[config.mk]
export PLATFORM = sky130hd
export DESIGN_NAME = retStack
export DESIGN_NICKNAME = d
export VERILOG_FILES = /design/src/rtl/retStackPkg.sv /design/src/rtl/retStackCtl.sv /design/src/rtl/retStackData.sv /design/src/rtl/retStack.sv
export SDC_FILE = /design/constraint.sdc
export NUM_CORES = 1
export LEC_CHECK = 0
export ABC_AREA = 1
export BUFFER_PORTS_ARGS = -buffer_cell sky130_fd_sc_hd__buf_2
export CAP_MARGIN = 0
export CORE_UTILIZATION = 50
export DETAILED_ROUTE_END_ITERATION = 6
export GPL_ROUTABILITY_DRIVEN = 0
export HOLD_SLACK_MARGIN = 0.05
export PLACE_DENSITY_LB_ADDON = 0.08
export SLEW_MARGIN = 15
export SYNTH_ARGS = -nofsm -noshare
export SYNTH_HDL_FRONTEND = slang
export SYNTH_SLANG_ARGS = --single-unit
[constraint.sdc]
create_clock -name clk -period 1.02 [get_ports clk]
set_input_delay 0.051 -clock clk [delete_from_list [all_inputs] [get_ports clk]]
set_output_delay 0.051 -clock clk [all_outputs]
set_load 0.01 [all_outputs]
[src/rtl/retStackPkg.sv]
package retStackPkg;
  typedef struct packed {
    logic clear;
    logic shiftDown;
    logic shiftUp;
  } stackCtl_t;
endpackage

[src/rtl/retStackCtl.sv]
module retStackCtl
  import retStackPkg::*;
(
  input  logic      rst,
  input  logic      pushEn,
  input  logic      popEn,
  output stackCtl_t ctl
);
  always_comb begin
    ctl = '0;
    if (rst)         ctl.clear     = 1'b1;
    else if (pushEn) ctl.shiftDown = 1'b1;
    else if (popEn)  ctl.shiftUp   = 1'b1;
  end
endmodule

[src/rtl/retStackData.sv]
module retStackData
  import retStackPkg::*;
#(
  parameter int ADDR_W = 12,
  parameter int LEVELS = 2
) (
  input  logic              clk,
  input  stackCtl_t         ctl,
  input  logic [ADDR_W-1:0] pushAddr,
  output logic [ADDR_W-1:0] topOut
);
  localparam int LAST = LEVELS - 1;
  logic [ADDR_W-1:0] slot [LEVELS];

  generate
    for (genvar i = 0; i < LEVELS; i++) begin : g_slot
      logic [ADDR_W-1:0] downVal;
      logic [ADDR_W-1:0] upVal;
      if (i == 0) begin : g_first
        assign downVal = pushAddr;
      end else begin : g_rest
        assign downVal = slot[i-1];
      end
      if (i == LAST) begin : g_last
        assign upVal = slot[i];
      end else begin : g_inner
        assign upVal = slot[i+1];
      end
      always_ff @(posedge clk) begin
        if (ctl.clear)          slot[i] <= '0;
        else if (ctl.shiftDown) slot[i] <= downVal;
        else if (ctl.shiftUp)   slot[i] <= upVal;
      end
    end
  endgenerate

  assign topOut = slot[0];
endmodule

[src/rtl/retStack.sv]
module retStack
  import retStackPkg::*;
#(
  parameter int ADDR_W = 12,
  parameter int LEVELS = 2
) (
  input  logic              clk,
  input  logic              rst,
  input  logic              pushEn,
  input  logic [ADDR_W-1:0] pushAddr,
  input  logic              popEn,
  output logic [ADDR_W-1:0] stackTop
);
  stackCtl_t ctl;

  retStackCtl ctl_i (.rst(rst), .pushEn(pushEn), .popEn(popEn), .ctl(ctl));

  retStackData #(.ADDR_W(ADDR_W), .LEVELS(LEVELS)) data_i (
    .clk(clk), .ctl(ctl), .pushAddr(pushAddr), .topOut(stackTop)
  );
endmodule

==> impl_metrics.csv <==
group,metric,value,unit
run_status,status,"finished, final reports clean",
sta,min_period,0.9275,ns
layout,top_register,"data_i.slot",
setup_path,slowest_stage,"edfxtp_1",
sta,rsz0062_at_grt,"false",
yosys,synthAdderAreaFrac,0,
sta,slew_viol_final,0,
yosys,synth_most_common_cell,"nand2_1",
yosys,synthTopCellsByArea,"edfxtp_1 (70%), nand2_1 (9.2%), nand3_1 (5.9%), inv_1 (5.1%), nor2_1 (4.4%)",
sta,report.final.hold_viol_count,0,
cts,ctsRootBufferMaster,"clkbuf_4",
yosys,synth_cells,95,
global_route,use_met3,0.02308,
global_route,track_usage,0.1914,
layout,top_regs,"data_i.slot: 24 flops",
layout,antenna_cells,0,
die,die_w,47.25,um
setup_path,worst_path_largest_cell_delay,0.42,ns
layout,multiInputGateArea,219.0,um2
global_route,grt_use_met2,0.3260,
sta,clock.fmax,1.078,GHz
layout,final_nets,156,
routing,avgViaCountPerCell,4.464,
pwr,seq_power_share,0.648,
cts,hold_buffers,12,
sta,setup_violations,0,
global_route,overflow,0,
yosys,synth.avg_cell_area,10.77,um2
setup_path,critPathCaptureType,"output port",
pwr,pwr-share-clk,0.223,
pwr,swShare,0.2289,
global_route,grt_max_degree,14,
yosys,synth_compound_area_frac,0.007335,
cts,cts_buffer_depth,2,
yosys,syn_area,0.001023,mm2
cts,cts_setup_buffers,0,
yosys,synth_common_cells,"nand2_1 (25), edfxtp_1 (24), inv_1 (14), nand3_1 (12), nor2_1 (12)",
layout,largest_reg_flops,24,
yosys,synth-seq-area-share,0.7042,
global_route,grt_pass1_wl,2891,um
routing,initialDrtViolationCount,9,
setup_path,path_buf_inv,1,
setup_path,cp-start-kind,"register",
sta,setup_tns,0,ns
routing,antenna_left,0,
placement,io_buffer_count,27,
die,io_pins,28,
sta,worstMarginPinSlew,0.5098,ns
setup_path,crit_arrival,0.88,ns
setup_path,path_cells,"buf_2",
die,fp-row-count,16,
setup_path,cp_max_fo,2,
cts,cts_resized,0,
routing,routed_wl,1921,um
yosys,synth-edff-count,24,
setup_path,crit_type,"register to output port",
pwr,power_density,1364,mW/mm2
yosys,yosysTopAreaCellShare,0.7042,
die,initial_core_util,0.5271,
layout,final_cell_area,0.001349,mm2
yosys,synthMuxAreaShare,0,
cts,insertion_delay,0.30,ns
setup_path,reg2reg_depth,2,
cts,htreeDepth,1,
sta,finalCritPeriodShare,0.9093,
cts,cts_num_sinks,24,
setup_path,worst_ep_required_time,0.97,ns
sta,max-slew-margin-rel,0.6598,
yosys,async_flop_share,0,
min_path,hold-path-endpoint,"data_i.slot[0][3]",
pwr,p_comb_frac,0.129,
sta,skew,0.004816,ns
global_route,grt_pass1_vias,663,
yosys,synthSimpleGateAreaFrac,0.2066,
pwr,p_int,1.419,mW
global_route,grt_antenna_before_repair,0,
die,core_area,0.001942,mm2
die,die_area,0.002232,mm2
routing,first_pass_iters,2,
routing,dr_total_vias,741,
routing,drcViolationCount,0,
min_path,worstHoldPathCells,3,
die,die_y,47.25,um
min_path,hp-start,"popEn",
placement,hpwl,1251,um
yosys,synth-main-ff-cell,"edfxtp_1",
global_route,busiest_layer,"met2",
setup_path,r2r_slack,0.24,ns
global_route,use_met1,0.2513,
layout,nFillCells,155,
yosys,synth_xor_area_frac,0,
pwr,switching_power,0.4212,mW
yosys,ys_ff_latch,24,
setup_path,rr_endpoint,"data_i.slot[0][1]",
placement,dpl-instance-area,0.001202,mm2
pwr,p_leak,0.6430,nW
yosys,syn_nets,111,
yosys,synth_top_family_by_area,"simple AND/OR/NAND/NOR gates",
setup_path,regToRegStartpoint,"data_i.slot[1][1]",
layout,syn2layout_area_growth,31.78,%
flow_run,drv_cap,0,
routing,wl_per_cell,11.57,um
cts,path_clk_slew,0.13,ns
cts,cts_buffers,3,
yosys,yosys.area.top_type,"edfxtp_1",
setup_path,crit_family,"flip-flops",
layout,regArea,720.7,um2
min_path,hp-class,"input port to register",
pwr,irDropWorstVdd,953.5,uV
yosys,synth_cell_types,10,
yosys,yosysWarnings,0,
layout,drive_gt1_frac,0.2734,
cts,cts_tree,"built",
## metrics by stage
step	total power, mW	setup WS, ns	utilization	cells	hold slack, ns
global route	1.924	0.03807	0.6946	166	0.1770
CTS	1.847	0.08270	0.6946	166	0.1652
finish	1.840	0.09247	0.6946	166	0.1579
floorplan	1.319	0.08943	-	95	0.2369
detailed placement	1.419	0.05832	0.6192	150	0.3280
global placement	1.412	0.08247	0.6192	150	0.3220
## logic make-up after synthesis
group	Yosys count
flops	24
simple gates	51
buf+inv	19
compound gates	1
## routing by layer
layer | vias to the layer above | routed length (um)
met2 | 18 | 929
met5 | - | 0
met3 | 2 | 49
li1 | 392 | -
met1 | 329 | 929
met4 | 0 | 12
## cell usage in the layout, fill, tap and decap left out
master          n
buf_2          27
nor2_2          2
edfxtp_1       24
clkbuf_4        3
o21bai_1        1
clkinv_1        1
inv_1          14
dlygate4sd3_1  12
nand3_1        12
buf_4           5
nor2_1         12
nand2_1        25
inv_2           1
## power by group through the flow
| stage | Sequential [mW] | Combinational (mW) | Clock [mW] |
|---|---|---|---|
| 4_1_cts | 1.19 | 0.239 | 0.415 |
| 6_report | 1.19 | 0.237 | 0.410 |
| 3_3_place_gp | 1.21 | 0.201 | 0 |
| 3_5_place_dp | 1.22 | 0.203 | 0 |
| 5_1_grt | 1.20 | 0.265 | 0.455 |
| 2_1_floorplan | 1.23 | 0.0876 | 0 |
## area by class of cell
type                            instances  area share
Multi-Input combinational cell         52      0.1623
Timing Repair Buffer                   44      0.2171
Inverter                               15     0.04174
Sequential cell                        24      0.5343
Clock inverter                          1    0.002783
Clock buffer                            3     0.01670
Tap cell                               27     0.02505
## worst max-delay path by stage
stage | from | to | slack [ns] | cells after the start
6_report | data_i.slot[0][11] | stackTop[11] | 0.09 | 1
5_1_grt | data_i.slot[0][6] | stackTop[6] | 0.04 | 1
4_1_cts | data_i.slot[0][8] | stackTop[8] | 0.08 | 1
3_5_place_dp | pushEn | data_i.slot[0][11] | 0.06 | 5
3_3_place_gp | rst | data_i.slot[0][0] | 0.08 | 4
2_1_floorplan | rst | data_i.slot[0][0] | 0.09 | 3
Note: power is estimated with default switching activity, not from simulation.
